**src/rtl/synth_div_pkg.sv**
```systemverilog
package synth_div_pkg;

    typedef enum logic [1:0] {
        ND_LOAD = 2'd0,
        ND_RUN  = 2'd1,
        ND_HALT = 2'd2
    } ndiv_state_t;

    localparam int DEF_RATIO0 = 4;
    localparam int DEF_RATIO1 = 16;
    localparam int DEF_RATIO2 = 64;
    localparam int DEF_RATIO3 = 100;
    localparam int DEF_N_W    = 4;

endpackage

```
**src/rtl/pll_prescaler.sv**
```systemverilog
module pll_prescaler #(
    parameter int RATIO0 = synth_div_pkg::DEF_RATIO0,
    parameter int RATIO1 = synth_div_pkg::DEF_RATIO1,
    parameter int RATIO2 = synth_div_pkg::DEF_RATIO2,
    parameter int RATIO3 = synth_div_pkg::DEF_RATIO3
) (
    input  logic       clk,
    input  logic       rst,
    input  logic [1:0] ratio_sel,
    output logic       pre_pulse
);
    localparam int RMAX01 = (RATIO0 > RATIO1) ? RATIO0 : RATIO1;
    localparam int RMAX23 = (RATIO2 > RATIO3) ? RATIO2 : RATIO3;
    localparam int RMAX   = (RMAX01 > RMAX23) ? RMAX01 : RMAX23;
    localparam int CNT_W  = (RMAX > 2) ? $clog2(RMAX) : 1;

    logic [1:0]       sel_q;
    logic [CNT_W-1:0] pcnt;
    logic [CNT_W-1:0] pcnt_nxt;
    logic [CNT_W-1:0] last_cnt;

    // terminal count for the currently active ratio
    always_comb begin
        unique case (sel_q)
            2'd0:    last_cnt = CNT_W'(RATIO0 - 1);
            2'd1:    last_cnt = CNT_W'(RATIO1 - 1);
            2'd2:    last_cnt = CNT_W'(RATIO2 - 1);
            default: last_cnt = CNT_W'(RATIO3 - 1);
        endcase
    end

    always_comb begin
        if (ratio_sel != sel_q) begin
            pcnt_nxt = '0;
        end else if (pcnt == last_cnt) begin
            pcnt_nxt = '0;
        end else begin
            pcnt_nxt = pcnt + CNT_W'(1);
        end
    end

    always_ff @(posedge clk) begin
        if (rst) begin
            sel_q <= ratio_sel;
            pcnt  <= '0;
        end else begin
            sel_q <= ratio_sel;
            pcnt  <= pcnt_nxt;
        end
    end

    assign pre_pulse = (pcnt == last_cnt);

endmodule

```
**src/rtl/ndiv_counter.sv**
```systemverilog
module ndiv_counter
    import synth_div_pkg::*;
#(
    parameter int N_W = synth_div_pkg::DEF_N_W
) (
    input  logic           clk,
    input  logic           rst,
    input  logic           step,
    input  logic           preset_load,
    input  logic [N_W-1:0] n_preset,
    output logic           zero_pulse,
    output logic           n_error
);
    localparam logic [N_W-1:0] ONE = N_W'(1);

    ndiv_state_t    state_q, state_d;
    logic [N_W-1:0] cnt_q, cnt_d;
    logic [N_W-1:0] n_q, n_d;
    logic           load_now;

    assign load_now = preset_load || (state_q == ND_LOAD);

    // next-state logic
    always_comb begin
        state_d = state_q;
        cnt_d   = cnt_q;
        n_d     = n_q;
        if (load_now) begin
            n_d = n_preset;
            if (n_preset == '0) begin
                state_d = ND_HALT;
            end else begin
                state_d = ND_RUN;
                cnt_d   = n_preset - ONE;
            end
        end else begin
            unique case (state_q)
                ND_RUN: begin
                    if (step) begin
                        cnt_d = (cnt_q == '0) ? (n_q - ONE) : (cnt_q - ONE);
                    end
                end
                ND_HALT: begin
                    state_d = ND_HALT;
                end
                default: begin
                    state_d = ND_LOAD;
                end
            endcase
        end
    end

    // state register
    always_ff @(posedge clk) begin
        if (rst) begin
            state_q <= ND_LOAD;
            cnt_q   <= '0;
            n_q     <= '0;
        end else begin
            state_q <= state_d;
            cnt_q   <= cnt_d;
            n_q     <= n_d;
        end
    end

    // outputs
    always_comb begin
        zero_pulse = 1'b0;
        n_error    = 1'b0;
        unique case (state_q)
            ND_RUN:  zero_pulse = step && (cnt_q == '0);
            ND_HALT: n_error    = 1'b1;
            default: zero_pulse = 1'b0;
        endcase
    end

endmodule

```
**src/rtl/div_route.sv**
```systemverilog
module div_route (
    input  logic route_casc,
    input  logic pre_pulse,
    input  logic aux_step,
    input  logic zero_pulse,
    output logic ndiv_step,
    output logic fb_out
);
    always_comb begin
        if (route_casc) begin
            ndiv_step = pre_pulse;
            fb_out    = zero_pulse;
        end else begin
            ndiv_step = aux_step;
            fb_out    = pre_pulse;
        end
    end
endmodule

```
**src/rtl/synth_clk_divider.sv**
```systemverilog
module synth_clk_divider #(
    parameter int RATIO0 = synth_div_pkg::DEF_RATIO0,
    parameter int RATIO1 = synth_div_pkg::DEF_RATIO1,
    parameter int RATIO2 = synth_div_pkg::DEF_RATIO2,
    parameter int RATIO3 = synth_div_pkg::DEF_RATIO3,
    parameter int N_W    = synth_div_pkg::DEF_N_W
) (
    input  logic           clk,
    input  logic           rst,
    input  logic [1:0]     ratio_sel,
    input  logic           route_casc,
    input  logic [N_W-1:0] n_preset,
    input  logic           preset_load,
    input  logic           aux_step,
    output logic           fb_out,
    output logic           zero_pulse,
    output logic           casc_out,
    output logic           n_error
);
    logic pre_pulse;
    logic ndiv_step;

    pll_prescaler #(
        .RATIO0(RATIO0), .RATIO1(RATIO1), .RATIO2(RATIO2), .RATIO3(RATIO3)
    ) pre_i (
        .clk       (clk),
        .rst       (rst),
        .ratio_sel (ratio_sel),
        .pre_pulse (pre_pulse)
    );

    div_route route_i (
        .route_casc (route_casc),
        .pre_pulse  (pre_pulse),
        .aux_step   (aux_step),
        .zero_pulse (zero_pulse),
        .ndiv_step  (ndiv_step),
        .fb_out     (fb_out)
    );

    ndiv_counter #(.N_W(N_W)) ndiv_i (
        .clk         (clk),
        .rst         (rst),
        .step        (ndiv_step),
        .preset_load (preset_load),
        .n_preset    (n_preset),
        .zero_pulse  (zero_pulse),
        .n_error     (n_error)
    );

    assign casc_out = pre_pulse;

endmodule

```
**config.mk**
```make
export PLATFORM = sky130hd
export DESIGN_NAME = synth_clk_divider
export DESIGN_NICKNAME = d
export VERILOG_FILES = /design/src/rtl/synth_div_pkg.sv /design/src/rtl/pll_prescaler.sv /design/src/rtl/ndiv_counter.sv /design/src/rtl/div_route.sv /design/src/rtl/synth_clk_divider.sv
export SDC_FILE = /design/constraint.sdc
export NUM_CORES = 1
export LEC_CHECK = 0
export CELL_PAD_IN_SITES_DETAIL_PLACEMENT = 1
export CELL_PAD_IN_SITES_GLOBAL_PLACEMENT = 2
export CORE_MARGIN = 2
export CORE_UTILIZATION = 29
export CTS_CLUSTER_SIZE = 40
export DETAILED_ROUTE_END_ITERATION = 6
export HOLD_SLACK_MARGIN = 0.05
export PLACE_DENSITY = 0.81
export SYNTH_ARGS = -nofsm -noshare
export SYNTH_HDL_FRONTEND = slang
export SYNTH_SLANG_ARGS = --single-unit
```
**constraint.sdc**
```tcl
create_clock -name clk -period 1.9 [get_ports clk]
set_clock_uncertainty 0.1 [all_clocks]
set_input_delay 0.38 -clock clk [delete_from_list [all_inputs] [get_ports clk]]
set_output_delay 0.38 -clock clk [all_outputs]
set_load 0.02 [all_outputs]
```
-- After elaboration in Yosys (flattened, before gate mapping)
Index checks and enable logic that the tools add are counted.
- word-level logic and storage cells: 40
- output and inout port bits: 4
- flip-flop bits (word level): 19
- input port bits: 11
- eq/ne operators: 8
- mux-type cells: 13
- add/subtract/negate cells: 4
- reduce and logical (&&, ||, !) cells: 10
- operator list (cell ; count):
    case mux 7 bit (3 select lines) ; 1
    2-to-1 mux 4 bit ; 5
    subtractor 4 x 1 -> 4 bit, second input constant ; 3
    logical NOT 4 bit ; 2
    adder 7 x 1 -> 7 bit, second input constant ; 1
    == test 7 bit ; 1
    == test 2 x 1 -> 1 bit, second input constant ; 2
    == test 2 bit, second input constant ; 2
    logical NOT 2 bit ; 2
    2-to-1 mux 1 bit ; 4
    2-to-1 mux 2 bit ; 2
    case mux 2 bit (2 select lines) ; 1
    nonzero test 2 bit ; 2
    AND reduction 3 bit ; 1
    OR reduction 3 bit ; 1
    != test 2 x 1 -> 1 bit, second input constant ; 1
    != test 2 bit ; 1
    != test 2 bit, second input constant ; 1
    logical AND 1 bit ; 1
    logical OR 1 bit ; 1

-- Longest topological paths before layout
- depth in word-level cells: 7
- gate-level depth with buffers: 8

-- Modules after synthesis
From an unflattened synthesis, not the netlist that was laid out.
- cells, all modules: 110
- area total of the unflattened synthesis: 1017.2 µm²
- modules (own cells, without submodules) (module ; area an instance (µm²) ; seq. area each (µm²) ; cells an instance ; times used):
    ndiv_counter ; 551.8 ; 200.2 ; 61 ; 1
    pll_prescaler ; 442.9 ; 180.2 ; 47 ; 1
    div_route ; 22.5 ; 0.0 ; 2 ; 1

-- Worst setup path before layout
Ideal clock, no wire load.
- path kind: register -> output
- from: register pre_i.sel_q[0]
- to: output port fb_out
- cell stages (with the launch flop): 7
- arrival: 1.783 ns
- slack: -0.363 ns
- cell sequence: dfxtp_1 > inv_1 > ha_1 > and3b_1 > o21ai_2 > a31oi_4 > a21boi_0
- word-level cells in the longest chain between the ends: 7
- elaborated cells between the ends (all ways): 9
- ends and longest elaborated chain (element ; line ; text):
    start, declared ; pll_prescaler.sv:17 ; logic [1:0] sel_q;
    start signal, assigned ; pll_prescaler.sv:44 ; sel_q <= ratio_sel;
    start signal, assigned ; pll_prescaler.sv:47 ; sel_q <= ratio_sel;
    == test 2 bit (tied with other cells) ; pll_prescaler.sv:24 ; unique case (sel_q)
    case mux 7 bit (3 select lines) (*) ; pll_prescaler.sv:24 ;
    == test 7 bit (*) ; pll_prescaler.sv:52 ; assign pre_pulse = (pcnt == last_cnt);
    named net casc_out ; synth_clk_divider.sv:17 ; output logic casc_out,
    2-to-1 mux 1 bit ; div_route.sv:10 ; if (route_casc) begin
    logical AND 1 bit ; ndiv_counter.sv:71 ; ND_RUN: zero_pulse = step && (cnt_q == '0);
    2-to-1 mux 1 bit ; ndiv_counter.sv:70 ; unique case (state_q)
    2-to-1 mux 1 bit (*) ; div_route.sv:10 ;
    end, declared ; synth_clk_divider.sv:15 ; output logic fb_out,
Mark *: on every way through the listed nets, which the timed path passes. The rest lies on a longest branch.

-- Final worst setup path
- from: register pre_i.sel_q[0]
- to: output port fb_out
- word-level cells in the longest chain between the ends: 7
- elaborated cells between the ends (all ways): 9
- ends and longest elaborated chain (element ; line):
    == test 2 bit (tied with other cells) ; pll_prescaler.sv:24
    case mux 7 bit (3 select lines) (*) ; pll_prescaler.sv:24
    == test 7 bit (*) ; pll_prescaler.sv:52
    2-to-1 mux 1 bit ; div_route.sv:10
    logical AND 1 bit ; ndiv_counter.sv:71
    2-to-1 mux 1 bit ; ndiv_counter.sv:70
    2-to-1 mux 1 bit (*) ; div_route.sv:10
Mark *: on every way between the ends. The rest lies on a longest branch, timed or not.

==> reports/results.ini <==
[worst_setup_path]
arrival_ns=1.80
r2r_cells=11
critPathLaunchType=register
r2r-start=pre_i.sel_q[0]$_DFF_P_
cp.required_ns=1.42
reg2reg_slack_ns=-0.26
end_kind=output port
regToRegEndpoint=ndiv_i.cnt_q[2]$_SDFFE_PP0P_
critPathMaxFanout=3
worstSetupPathType=register to output port

[global_routing]
antenna_found_initial=0
track_usage=0.171
grt_pass1_wl_um=5440
grt_pass1_vias=1189
grt_overflow=0
grt_max_degree=12

[synthesis]
synth_compound_area_frac=0.181
yosysTopAreaCellShare=0.372
yosysUniqueCellTypes=38
synth_top_area_cell=dfxtp_1
yosysSeqAreaShare=0.372
synthMuxAreaShare=0
ys_seq_elements=19
synth_top_family_by_area=simple AND/OR/NAND/NOR gates
avgSynthCellArea_um2=9.06
syn_area_mm2=0.00102
synthesis.nets=128
synthXorXnorAreaFrac=0.0856
synth_area_leaders=dfxtp_1 (37%), xor2_1 (6.8%), ha_1 (4.9%)
synth_warnings=0
synthAdderAreaFrac=0.0489
synthesis.instances=113
yosys.area_share.simple=0.276

[clock_network]
cts_tree=built
htreeDepth=1
cts.sink_count=19
cts_buffers=3
clk_pin_slew_ns=0.12
clock_latency_ns=0.30
postCtsHoldBufs=0
cts_root_buf=clkbuf_4
clk_path_buf_depth=2

[hold_path]
min_path_type=register to register
hold-path-cell-count=2
min_to=ndiv_i.n_q[1]$_SDFFE_PP0P_
hold_start=ndiv_i.n_q[1]$_SDFFE_PP0P_

[timing]
fin_crit_ns=2.28
drv_slew=0
post-route-worst-setup-slack_ns=-0.375
fmax_mhz=440
setup_viol=14
min_period_over_period=1.20
rsz0062_at_grt=yes
worst_pin_slew_ns=0.346
slew_headroom=0.768
holdWs_ns=0.361
hold_viol_final=0

[floorplanning]
fp.dieW_um=63.4
core_area_mm2=0.00336
die_area_mm2=0.00402
io_pins=15
initial_core_util=0.304
rows=21
die_h_um=63.4

[placement]
gp_congestion=0.768
pre_cts_ws_ns=-0.550
hpwl_um=2420
port_buffers=14

[drt]
wl_per_cell_um=14.4
vias=1052
drt-initial-drc-count=35
postRouteAntennaNets=0
vias_per_cell=4.83
wirelength_um=3140
drtPass1Iterations=4
remaining_drc_errors=0

[status]
violations=setup timing
status=complete, but fails checks

[pwr]
power_density_mw_per_mm2=563
peakVddDrop_v=0.000410
power.leakage_nw=0.677

[final_layout]
n_antenna_cell=0
area_delta_synth_final_pct=61.9
drive_above_1_share=0.477
final_nets=188
utilization=0.493

[flow_run]
drv_cap=0

[worst max-delay path, cell delays in order, from the launching register on]
cell and delay [ns]:
dfxtp_2 0.37, inv_2 0.05, ha_4 0.23, and3b_2 0.24
o21ai_2 0.08, a31oi_4 0.19, a21boi_4 0.21, buf_6 0.13
[placed cells by master (no fill, tap or decap), drive strengths merged]
| master | instances |
|---|---|
| a21boi | 1 |
| a21o | 1 |
| or2 | 3 |
| xnor2 | 2 |
| a31oi | 1 |
| dlygate4sd2 | 1 |
| o32ai | 2 |
| buf | 47 |
| o21ai | 2 |
| or4 | 1 |
| and3 | 1 |
| ha | 4 |
| nand3 | 4 |
| nand4 | 2 |
| o211ai | 1 |
| nor2b | 2 |
| nor2 | 13 |
| a221oi | 1 |
| nand2 | 10 |
| a211oi | 6 |
| clkdlybuf4s50 | 10 |
| and3b | 1 |
| a311oi | 1 |
| o21ba | 1 |
| nor3b | 2 |
| nand3b | 1 |
| nor3 | 5 |
| clkinv | 1 |
| clkbuf | 3 |
| xor2 | 8 |
| dfxtp | 19 |
| a21oi | 6 |
| o21bai | 1 |
| inv | 4 |
| nor4b | 2 |
| nor4 | 2 |
[worst max path at each step]
stage,start,slack [ns],end
after floorplan,pre_i.sel_q[0]$_DFF_P_,-0.08,pre_i.pcnt[0]$_SDFF_PP0_
after global placement,pre_i.sel_q[0]$_DFF_P_,-0.45,fb_out
after detailed placement,pre_i.sel_q[0]$_DFF_P_,-0.55,fb_out
after CTS,pre_i.sel_q[0]$_DFF_P_,-0.40,zero_pulse
after global routing,pre_i.sel_q[0]$_DFF_P_,-0.48,fb_out
final,pre_i.sel_q[0]$_DFF_P_,-0.38,fb_out
[synthesized netlist by cell type]
master	number
a211oi_1	6
a21boi_0	1
a21o_1	1
a21oi_1	6
a221oi_1	1
a311oi_1	1
a31oi_4	1
and3_1	1
and3b_1	1
buf_4	1
buf_6	1
clkbuf_1	1
dfxtp_1	19
ha_1	4
inv_1	4
nand2_1	10
nand3_1	4
nand3b_1	1
nand4_1	1
nand4_2	1
nor2_1	6
nor2_2	6
nor2_4	1
nor2b_1	2
nor3_1	5
nor3b_1	2
nor4_1	2
nor4b_1	2
o211ai_1	1
o21ai_0	1
o21ai_2	1
o21ba_2	1
o21bai_1	1
o32ai_1	2
or2_2	3
or4_4	1
xnor2_1	2
xor2_1	8
[cell type report]
type	instances	area [µm²]
clock buffer	3	22.5
clock inverter	1	5.00
fill	413	1710
inverter	4	15.0
multi-input combinational	87	689
sequential	19	385
tap	46	57.6
timing repair buffer	58	482
[power breakdown]
| group | total, mW | switching, mW | internal [mW] |
|---|---|---|---|
| Sequential | 0.440 | 0.0169 | 0.423 |
| Clock | 0.213 | 0.135 | 0.0784 |
| Combinational | 0.280 | 0.128 | 0.152 |
| Total | 0.933 | 0.280 | 0.653 |
[state kept, by name, indices dropped and copies added (netlist names)]
register        cells
ndiv_i.cnt_q        4
ndiv_i.n_q          4
ndiv_i.state_q      2
pre_i.pcnt          7
pre_i.sel_q         2
[metrics by stage]
| stage | power, mW | cells | cell area [µm²] | TNS [ns] |
|---|---|---|---|---|
| floorplan | 0.563 | 113 | 1050 | -0.637 |
| finish | 0.933 | 218 | 1660 | -3.73 |
| CTS | 0.943 | 216 | 1640 | -3.54 |
| global route | 0.990 | 218 | 1660 | -5.20 |
| global placement | 0.690 | 210 | 1530 | -3.88 |
| detailed placement | 0.705 | 210 | 1530 | -4.84 |
[kinds of logic (layout without fill, tap and decap cells)]
logic type	count (synthesis)	in the layout
and+or+nand+nor	49	49
AOI/OAI and AO/OA	24	24
DFF	19	19
xor gates and xnor gates	10	10
buffers and inverters	7	66
adders and majority gates	4	4
[timing repair]
| item | CTS | global route |
|---|---|---|
| buffers inserted | 2 | 2 |
| endpoints found under the setup margin | 15 | 14 |
| pin swaps | 8 | 4 |
| hold endpoints to repair | 0 | 0 |
| resized for setup | 31 | 1 |
[per-layer routing]
layer / wire (µm) / vias up / GRT usage / share of wire
li1: - / 523 / - / -
met1: 1170 / 504 / 0.177 / 0.37
met2: 1800 / 17 / 0.334 / 0.57
met3: 89 / 8 / 0.0250 / 0.028
met4: 76 / 0 / 0.0761 / 0.024
met5: 0 / - / 0 / 0
No activity file was read; power rests on OpenSTA's default activity.
